[src/rtl/objx_pkg.sv]
package objx_pkg;

    typedef enum logic [1:0] {
        ST_IDLE,
        ST_BUSY,
        ST_RESP,
        ST_FAULT
    } mb_state_e;

    localparam logic [1:0] ADDR_CTRL = 2'd0;
    localparam logic [1:0] ADDR_STAT = 2'd1;
    localparam logic [1:0] ADDR_WMB  = 2'd2;
    localparam logic [1:0] ADDR_RMB  = 2'd3;

    localparam int CTL_ABORT = 0;
    localparam int CTL_GO    = 1;

    localparam int LEN_W     = 18;
    localparam int RSP_WORDS = 3;

endpackage

[src/rtl/objx_reqbuf.sv]
module objx_reqbuf #(
    parameter int DEPTH = 16,
    localparam int CW = $clog2(DEPTH + 1),
    localparam int IW = $clog2(DEPTH)
) (
    input  logic          clk,
    input  logic          rst_n,
    input  logic          push,
    input  logic          clear,
    input  logic [31:0]   wdata,
    output logic [31:0]   hdr1,
    output logic [31:0]   hdr2,
    output logic [31:0]   pay0,
    output logic [CW-1:0] count,
    output logic          ovf
);

    typedef struct packed {
        logic [CW-1:0] cnt;
        logic          ovf;
    } buf_state_t;

    buf_state_t s_d, s_q;
    logic [31:0] mem_q [DEPTH];
    logic        room;

    assign room = (s_q.cnt < CW'(DEPTH));

    always_comb begin
        s_d = s_q;
        if (clear) begin
            s_d = '0;
        end else if (push) begin
            if (room) s_d.cnt = s_q.cnt + 1'b1;
            else      s_d.ovf = 1'b1;
        end
    end

    always_ff @(posedge clk) begin
        if (!rst_n) s_q <= '0;
        else        s_q <= s_d;
    end

    always_ff @(posedge clk) begin
        if (push && !clear && room) mem_q[s_q.cnt[IW-1:0]] <= wdata;
    end

    assign hdr1  = mem_q[0];
    assign hdr2  = mem_q[1];
    assign pay0  = mem_q[2];
    assign count = s_q.cnt;
    assign ovf   = s_q.ovf;


    ovf_set_chk: assert property (@(posedge clk) disable iff (!rst_n)
        (push && !clear && count == CW'(DEPTH)) |=> ovf);


    ovf_hold_chk: assert property (@(posedge clk) disable iff (!rst_n)
        (ovf && !clear) |=> ovf);

endmodule

[src/rtl/objx_disc_handler.sv]
module objx_disc_handler #(
    parameter int                        DEPTH    = 16,
    parameter int                        TABLE_N  = 3,
    parameter logic [15:0]               DISC_VID = 16'h0001,
    parameter logic [TABLE_N-1:0][23:0]  PROTOS   = {24'h073C4D, 24'h021AB5, 24'h000001},
    localparam int CW = $clog2(DEPTH + 1)
) (
    input  logic [31:0]   hdr1,
    input  logic [31:0]   hdr2,
    input  logic [31:0]   pay0,
    input  logic [CW-1:0] count,
    input  logic          ovf,
    output logic          accept,
    output logic [31:0]   payload
);
    import objx_pkg::*;

    logic [LEN_W:0] len_eff;
    logic [7:0]     idx;
    logic [7:0]     nxt;
    logic [23:0]    entry;
    logic           in_range, hdr_ok, len_ok;
    logic           unused_bits;

    assign unused_bits = ^{hdr1[31:24], hdr2[31:LEN_W], pay0[31:8]};

    assign len_eff  = (hdr2[LEN_W-1:0] == '0) ? (LEN_W+1)'(1) << LEN_W
                                               : {1'b0, hdr2[LEN_W-1:0]};
    assign idx      = pay0[7:0];
    assign in_range = (idx < 8'(TABLE_N));
    assign hdr_ok   = (hdr1[15:0] == DISC_VID) && (hdr1[23:16] == 8'h00);
    assign len_ok   = (len_eff == (LEN_W+1)'(count)) && (count == CW'(RSP_WORDS));

    always_comb begin
        entry = '0;
        for (int i = 0; i < TABLE_N; i++) begin
            if (idx == 8'(i)) entry = PROTOS[i];
        end
    end

    assign nxt     = (idx == 8'(TABLE_N - 1)) ? 8'h00 : idx + 8'h01;
    assign accept  = !ovf && hdr_ok && len_ok && in_range;
    assign payload = {nxt, entry};

endmodule

[src/rtl/objx_mailbox.sv]
module objx_mailbox #(
    parameter int                        REQ_DEPTH = 16,
    parameter int                        TABLE_N   = 3,
    parameter logic [15:0]               DISC_VID  = 16'h0001,
    parameter logic [TABLE_N-1:0][23:0]  PROTOS    = {24'h073C4D, 24'h021AB5, 24'h000001}
) (
    input  logic        clk,
    input  logic        rst_n,
    input  logic        reg_wr,
    input  logic [1:0]  reg_addr,
    input  logic [31:0] reg_wdata,
    output logic [31:0] reg_rdata
);
    import objx_pkg::*;

    localparam int CW = $clog2(REQ_DEPTH + 1);

    typedef struct packed {
        mb_state_e   st;
        logic [1:0]  ptr;
        logic [31:0] pay;
    } mb_t;

    mb_t s_d, s_q;

    logic          ctrl_wr, abort_req, go_req, push, pop, buf_clear;
    logic [31:0]   hdr1, hdr2, pay0, rsp_word, h_payload;
    logic [CW-1:0] count;
    logic          ovf, h_accept;

    assign ctrl_wr   = reg_wr && (reg_addr == ADDR_CTRL);
    assign abort_req = ctrl_wr && reg_wdata[CTL_ABORT];
    assign go_req    = ctrl_wr && reg_wdata[CTL_GO] && !reg_wdata[CTL_ABORT];
    assign push      = reg_wr && (reg_addr == ADDR_WMB) && (s_q.st == ST_IDLE);
    assign pop       = reg_wr && (reg_addr == ADDR_RMB) && (s_q.st == ST_RESP);
    assign buf_clear = abort_req || (s_q.st == ST_BUSY);

    objx_reqbuf #(.DEPTH(REQ_DEPTH)) i_reqbuf (
        .clk   (clk),
        .rst_n (rst_n),
        .push  (push),
        .clear (buf_clear),
        .wdata (reg_wdata),
        .hdr1  (hdr1),
        .hdr2  (hdr2),
        .pay0  (pay0),
        .count (count),
        .ovf   (ovf)
    );

    objx_disc_handler #(
        .DEPTH    (REQ_DEPTH),
        .TABLE_N  (TABLE_N),
        .DISC_VID (DISC_VID),
        .PROTOS   (PROTOS)
    ) i_handler (
        .hdr1    (hdr1),
        .hdr2    (hdr2),
        .pay0    (pay0),
        .count   (count),
        .ovf     (ovf),
        .accept  (h_accept),
        .payload (h_payload)
    );

    always_comb begin
        s_d = s_q;
        unique case (s_q.st)
            ST_IDLE: if (go_req) s_d.st = ST_BUSY;
            ST_BUSY: begin
                if (h_accept) begin
                    s_d.st  = ST_RESP;
                    s_d.ptr = 2'd0;
                    s_d.pay = h_payload;
                end else begin
                    s_d.st  = ST_FAULT;
                end
            end
            ST_RESP: begin
                if (pop) begin
                    if (s_q.ptr == 2'(RSP_WORDS - 1)) begin
                        s_d.st  = ST_IDLE;
                        s_d.ptr = 2'd0;
                        s_d.pay = '0;
                    end else begin
                        s_d.ptr = s_q.ptr + 2'd1;
                    end
                end
            end
            default: ;
        endcase
        if (abort_req) s_d = '{st: ST_IDLE, ptr: 2'd0, pay: 32'h0};
    end

    always_ff @(posedge clk) begin
        if (!rst_n) s_q <= '{st: ST_IDLE, ptr: 2'd0, pay: 32'h0};
        else        s_q <= s_d;
    end

    always_comb begin
        unique case (s_q.ptr)
            2'd0:    rsp_word = {8'h00, 8'h00, DISC_VID};
            2'd1:    rsp_word = 32'(RSP_WORDS);
            default: rsp_word = s_q.pay;
        endcase
    end

    always_comb begin
        reg_rdata = '0;
        unique case (reg_addr)
            ADDR_STAT: reg_rdata = {29'h0, s_q.st == ST_RESP, s_q.st == ST_FAULT,
                                    s_q.st == ST_BUSY};
            ADDR_RMB:  reg_rdata = (s_q.st == ST_RESP) ? rsp_word : 32'h0;
            default:   reg_rdata = '0;
        endcase
    end


    go_busy_chk: assert property (@(posedge clk) disable iff (!rst_n)
        (reg_wr && reg_addr == ADDR_CTRL && reg_wdata[1:0] == 2'b10 && s_q.st == ST_IDLE)
        |=> s_q.st == ST_BUSY);


    busy_once_chk: assert property (@(posedge clk) disable iff (!rst_n)
        (s_q.st == ST_BUSY) |=> (s_q.st == ST_RESP || s_q.st == ST_FAULT));


    abort_clear_chk: assert property (@(posedge clk) disable iff (!rst_n)
        (reg_wr && reg_addr == ADDR_CTRL && reg_wdata[0])
        |=> (s_q.st == ST_IDLE && count == '0 && !ovf));


    last_pop_chk: assert property (@(posedge clk) disable iff (!rst_n)
        (s_q.st == ST_RESP && reg_wr && reg_addr == ADDR_RMB && s_q.ptr == 2'd2)
        |=> s_q.st == ST_IDLE);


    wmb_hold_chk: assert property (@(posedge clk) disable iff (!rst_n)
        (reg_wr && reg_addr == ADDR_WMB && s_q.st != ST_IDLE && s_q.st != ST_BUSY)
        |=> $stable(count));


    go_ignored_chk: assert property (@(posedge clk) disable iff (!rst_n)
        (s_q.st == ST_RESP && reg_wr && reg_addr == ADDR_CTRL && reg_wdata[1:0] == 2'b10)
        |=> (s_q.st == ST_RESP && $stable(s_q.ptr) && $stable(s_q.pay)));

endmodule

[config.mk]
export PLATFORM = sky130hd
export DESIGN_NAME = objx_mailbox
export DESIGN_NICKNAME = d
export VERILOG_FILES = /design/src/rtl/objx_pkg.sv /design/src/rtl/objx_reqbuf.sv /design/src/rtl/objx_disc_handler.sv /design/src/rtl/objx_mailbox.sv
export SDC_FILE = /design/constraint.sdc
export NUM_CORES = 1
export LEC_CHECK = 0
export BUFFER_PORTS_ARGS = -buffer_cell sky130_fd_sc_hd__buf_2
export CELL_PAD_IN_SITES_DETAIL_PLACEMENT = 1
export CELL_PAD_IN_SITES_GLOBAL_PLACEMENT = 2
export CORE_MARGIN = 2
export CORE_UTILIZATION = 44
export DETAILED_ROUTE_END_ITERATION = 7
export PLACE_DENSITY_LB_ADDON = 0.1
export SYNTH_ARGS = -nofsm -noshare
export SYNTH_HDL_FRONTEND = slang
export SYNTH_HIERARCHICAL = 1
export SYNTH_SLANG_ARGS = --single-unit
[constraint.sdc]
create_clock -name clk -period 6.9 [get_ports clk]
set_input_delay 0.345 -clock clk [delete_from_list [all_inputs] [get_ports clk]]
set_output_delay 0.345 -clock clk [all_outputs]
set_load 0.01 [all_outputs]
=== Word level (Yosys, flattened, before mapping) ===
Memory sizes are Yosys's and may differ from the RTL's.
Cells that the tools add are included.

* Register bits: 42
* Bits in writable memories: 512
* Input port bits: 37
* Word-level logic and storage cells: 83
* Memories kept: 1

* $add $sub $neg: 3
* Magnitude comparators: 2
* Equal/unequal tests: 17
* Muxes and demuxes: 19
* Bitwise gates (word level): 2
* Reductions and logical operators: 34

{| class="wikitable"
|+ Memory list
! name !! words !! bits a word !! read ports !! clocked after memory_dff !! wr ports !! line !! text
|-
| i_reqbuf.mem_q || 16 || 32 || 3 || 0 || 1 || objx_reqbuf.sv:24 || <nowiki>logic [31:0] mem_q [DEPTH];</nowiki>
|}

{| class="wikitable"
|+ Operators by type and width
! operator !! count
|-
| $pmux 32 s2 || 2
|-
| $pmux 34 s2 || 1
|-
| $mux 32 || 2
|-
| $mux 19 || 2
|-
| $mux 36 || 1
|-
| $mux 34 || 1
|-
| $eq 19x5->1 || 1
|-
| $logic_not 18->1 || 1
|-
| $mux 18 || 1
|-
| $eq 16x1->1 const B || 1
|-
| $logic_not 8->1 || 2
|-
| $logic_and 1x1->1 || 15
|-
| $eq 2x2->1 const B || 5
|-
| $add 8x1->8 const B || 1
|-
| $eq 8x1->1 const B || 1
|-
| $eq 8x2->1 const B || 1
|-
| $lt 8x2->1 const B || 1
|-
| $mux 8 || 1
|-
| $reduce_and 4->1 || 2
|-
| $eq 2x1->1 const B || 3
|-
| $logic_not 2->1 || 3
|-
| $mux 2 || 3
|-
| $ne 2x2->1 const B || 3
|-
| $pmux 2 s3 || 1
|-
| other kinds (14) || 22
|}

=== Logic depth before layout (Yosys ltp) ===
* Word-level depth: 9
* Depth in mapped cells: 10

=== Hierarchy ===
Netlist, hierarchy kept.

{| class="wikitable"
|+ By module, submodules not included
! module !! times used !! cells each !! area each (um^2)
|-
| objx_reqbuf || 1 || 129 || 3194.3
|-
| objx_mailbox || 1 || 222 || 1769.2
|-
| objx_disc_handler || 1 || 75 || 543.0
|}

=== Least setup slack after synthesis ===
No wires, ideal clock.

* Path kind: register to register
* Start point: register s_q[35] (netlist bit)
* End point: memory i_reqbuf.mem_q[2][10], enable pin
* Arrival time: 2171 ps
* Path slack: 4337 ps
* Cell stages (with the launch flop): 7
* Cells stage by stage: dfxtp_1 -> buf_2 -> nor3b_1 -> nor2b_1 -> nand2b_4 -> nor4_1 -> and2_1

* Elaborated cells between the ends (all ways): 9

{| class="wikitable"
|+ RTL lines
! what !! line !! text
|-
| from (decl) || objx_mailbox.sv:24 || <nowiki>mb_t s_d, s_q;</nowiki>
|-
| from (signal assigned) || objx_mailbox.sv:96 || <nowiki>if (!rst_n) s_q <= '{st: ST_IDLE, ptr: 2'd0, pay: 32'h0};</nowiki>
|-
| $logic_not 2->1 || objx_mailbox.sv:34 || <nowiki>assign push = reg_wr && (reg_addr == ADDR_WMB) && (s_q.st == ST_IDLE);</nowiki>
|-
| $logic_and 1x1->1 || objx_mailbox.sv:34 ||
|-
| via push || objx_mailbox.sv:26 || <nowiki>logic ctrl_wr, abort_req, go_req, push, pop, buf_clear;</nowiki>
|-
| $logic_and 1x1->1 (2 in series) || objx_reqbuf.sv:45 || <nowiki>if (push && !clear && room) mem_q[s_q.cnt[IW-1:0]] <= wdata;</nowiki>
|-
| $mux 1 || objx_reqbuf.sv:45 ||
|-
| $mux 1 (not written as such) || objx_reqbuf.sv:45 ||
|-
| to (decl) || objx_reqbuf.sv:24 ||
|}

The timed path passes the listed nets, and every way through them passes these cells.

==> metrics.yaml <==
status: "finished, final reports clean"
cts-root-buf: "clkbuf_8"
fin_nets: 466
grt_pass1_vias: 2854
power_w: 0.0009775
grt_pass1_wl_um: 14100
cpMostUsedCell: "nor4_1"
whs_path_depth: 1
worstSetupPathType: "flop to flop"
firstDrtPassIters: 4
worstPathArrival_ns: 3.25
place.gp.congestion: 0.7172
ys_warn_count: 6
setup_slack_ns: 3.952
cts.sinks: 92
cp.required_ns: 7.20
cpPeakStageDelay_ns: 0.49
dp.cells: 521
ir_drop_mv: 0.1107
p_per_area_nw_per_um2: 213.3
fin_crit_ns: 2.948
fin_skew_ns: 0.01563
synth_area_per_cell_sq_um: 10.86
final-setup-viol-count: 0
die_x_um: 100.8
synthesis.area_sq_um: 4125
grt_max_degree: 38
rsz0062_at_grt: "false"
ctsResizeCount: 0
clockBufferDepth: 2
r2r_cells: 9
maxSlewViolCount: 0
maxCapViolations: 0
ioPinCount: 69
vias: 2824
start_util_pct: 45.07
via_per_inst: 5.259
rrSetupSlack_ns: 3.95
drt-total-wl_um: 8542
rows: 35
fmax_mhz: 339.2
worst_hold_path_type: "input pin to flop"
cp_slowest_cell: "edfxtp_1"
path_cells: "ha_1 > nor4_1 > nand4_1 > or3_1 > nor4_1 > and3b_1 > buf_4 > nand2_1 > a21oi_1"
areaGrowthSynthToFinish_pct: 11.07
cts_setup_buffers: 0
ant_nets: 0
fill_cells: 1022
portBuffers: 60
detailedPlace.worstSlack_ns: 3.936
instances_no_fill: 537
hold_violations: 0
cts_tree: "built"
critical_path.max_fanout: 32
die_area_sq_um: 10170
drt_iter0_drc: 94
max_slew_margin_pct: 31.45
netlist_instances: 380
tightest_slew_ns: 1.028
clk_pin_slew_ns: 0.11
grt_usage_pct: 17.94
wl_per_cell_um: 15.91
clock_latency_ns: 0.37
cp-start-kind: "flop"
core_area_sq_um: 9153
die_h_um: 100.8
drive_above_1_share_pct: 20.42
grt_overflow: 0
cts_hold_buf: 0
tns_ns: 0
cts.htree.levels: 3
diodes: 0
hpwl_um: 5813
worstSetupEndpointType: "flop"
antenna_found_initial: 0
p_leak_nw: 1.662
drc: 0
finalCritPeriodShare_pct: 42.72
cts_buffers: 9
flip-flops by register name, indices dropped and copies added, names as in the netlist:
name and flops:
i_reqbuf/count 5, i_reqbuf/mem_q 50, i_reqbuf/ovf 1, s_q 36
layout make-up:
| type | count | area (sq um) | area share [%] |
|---|---|---|---|
| Clock buffer | 9 | 123.9 | 2.703 |
| Multi-Input combinational cell | 246 | 1536 | 33.53 |
| Sequential cell | 92 | 2342 | 51.12 |
| Timing Repair Buffer | 65 | 337.8 | 7.373 |
| Inverter | 7 | 26.28 | 0.5735 |
| Tap cell | 111 | 138.9 | 3.031 |
| Clock inverter | 7 | 76.32 | 1.666 |
critical path: cells and delay by family, from the launching register on:
family / cells / cell delay (ns)
simple gates: 6 / 1.58
buf+inv: 1 / 0.33
compound gates: 1 / 0.17
fa+ha+maj: 1 / 0.30
flops: 1 / 0.49
metal layers:
layer  part of all wire (%)  wire length [um]  up-vias  GRT usage, %
met5                      0                 0        -             0
met2                     51              4345       51         30.82
met1                     45              3819     1354         22.77
met3                    3.0               252       11         3.606
met4                    1.5               126        0         5.585
li1                       -                 -     1408             -
per-stage QoR:
| step | utilization, % | hold slack [ns] | area (sq um) |
|---|---|---|---|
| final | 50.06 | 0.1456 | 4582 |
| after global routing | 50.06 | 0.1277 | 4582 |
| after CTS | 50.06 | 0.1317 | 4582 |
| after detailed placement | 47.87 | 0.4784 | 4382 |
| after global placement | 47.87 | 0.4681 | 4382 |
| after floorplan | - | 0.4381 | 4155 |
power breakdown:
part	internal [W]	switching, W
Sequential	0.000583	0.00000280
Clock	0.000144	0.000218
Combinational	0.0000101	0.0000193
Total	0.000737	0.000240
path summary, 6_finish.rpt:
check / to / from
max: s_q[27]$_SDFFE_PP0P_ / i_reqbuf/mem_q[2][0]$_DFFE_PP_
min: i_reqbuf/mem_q[0][22]$_DFFE_PP_ / reg_wdata[22]
max reg2reg: s_q[27]$_SDFFE_PP0P_ / i_reqbuf/mem_q[2][0]$_DFFE_PP_
min reg2reg: s_q[17]$_SDFFE_PP0P_ / s_q[17]$_SDFFE_PP0P_
cell usage in the layout (no fill, tap or decap), types with 3 or more instances in the layout:
cell type  instances
dfxtp_1           42
o21ai_0            4
inv_8              3
buf_2             60
ha_1               8
o211ai_1          34
nand3b_1           3
nand2_1           39
nor2b_1            4
a21oi_1           38
clkbuf_8           9
xnor2_1           10
inv_1              7
buf_4              5
nand2b_1           4
conb_1             9
nor2_1            12
edfxtp_1          50
and2_1            33
nand3_1            4
nor4_1             8
nand4_1            4
Note: power is estimated with default switching activity, not from simulation.
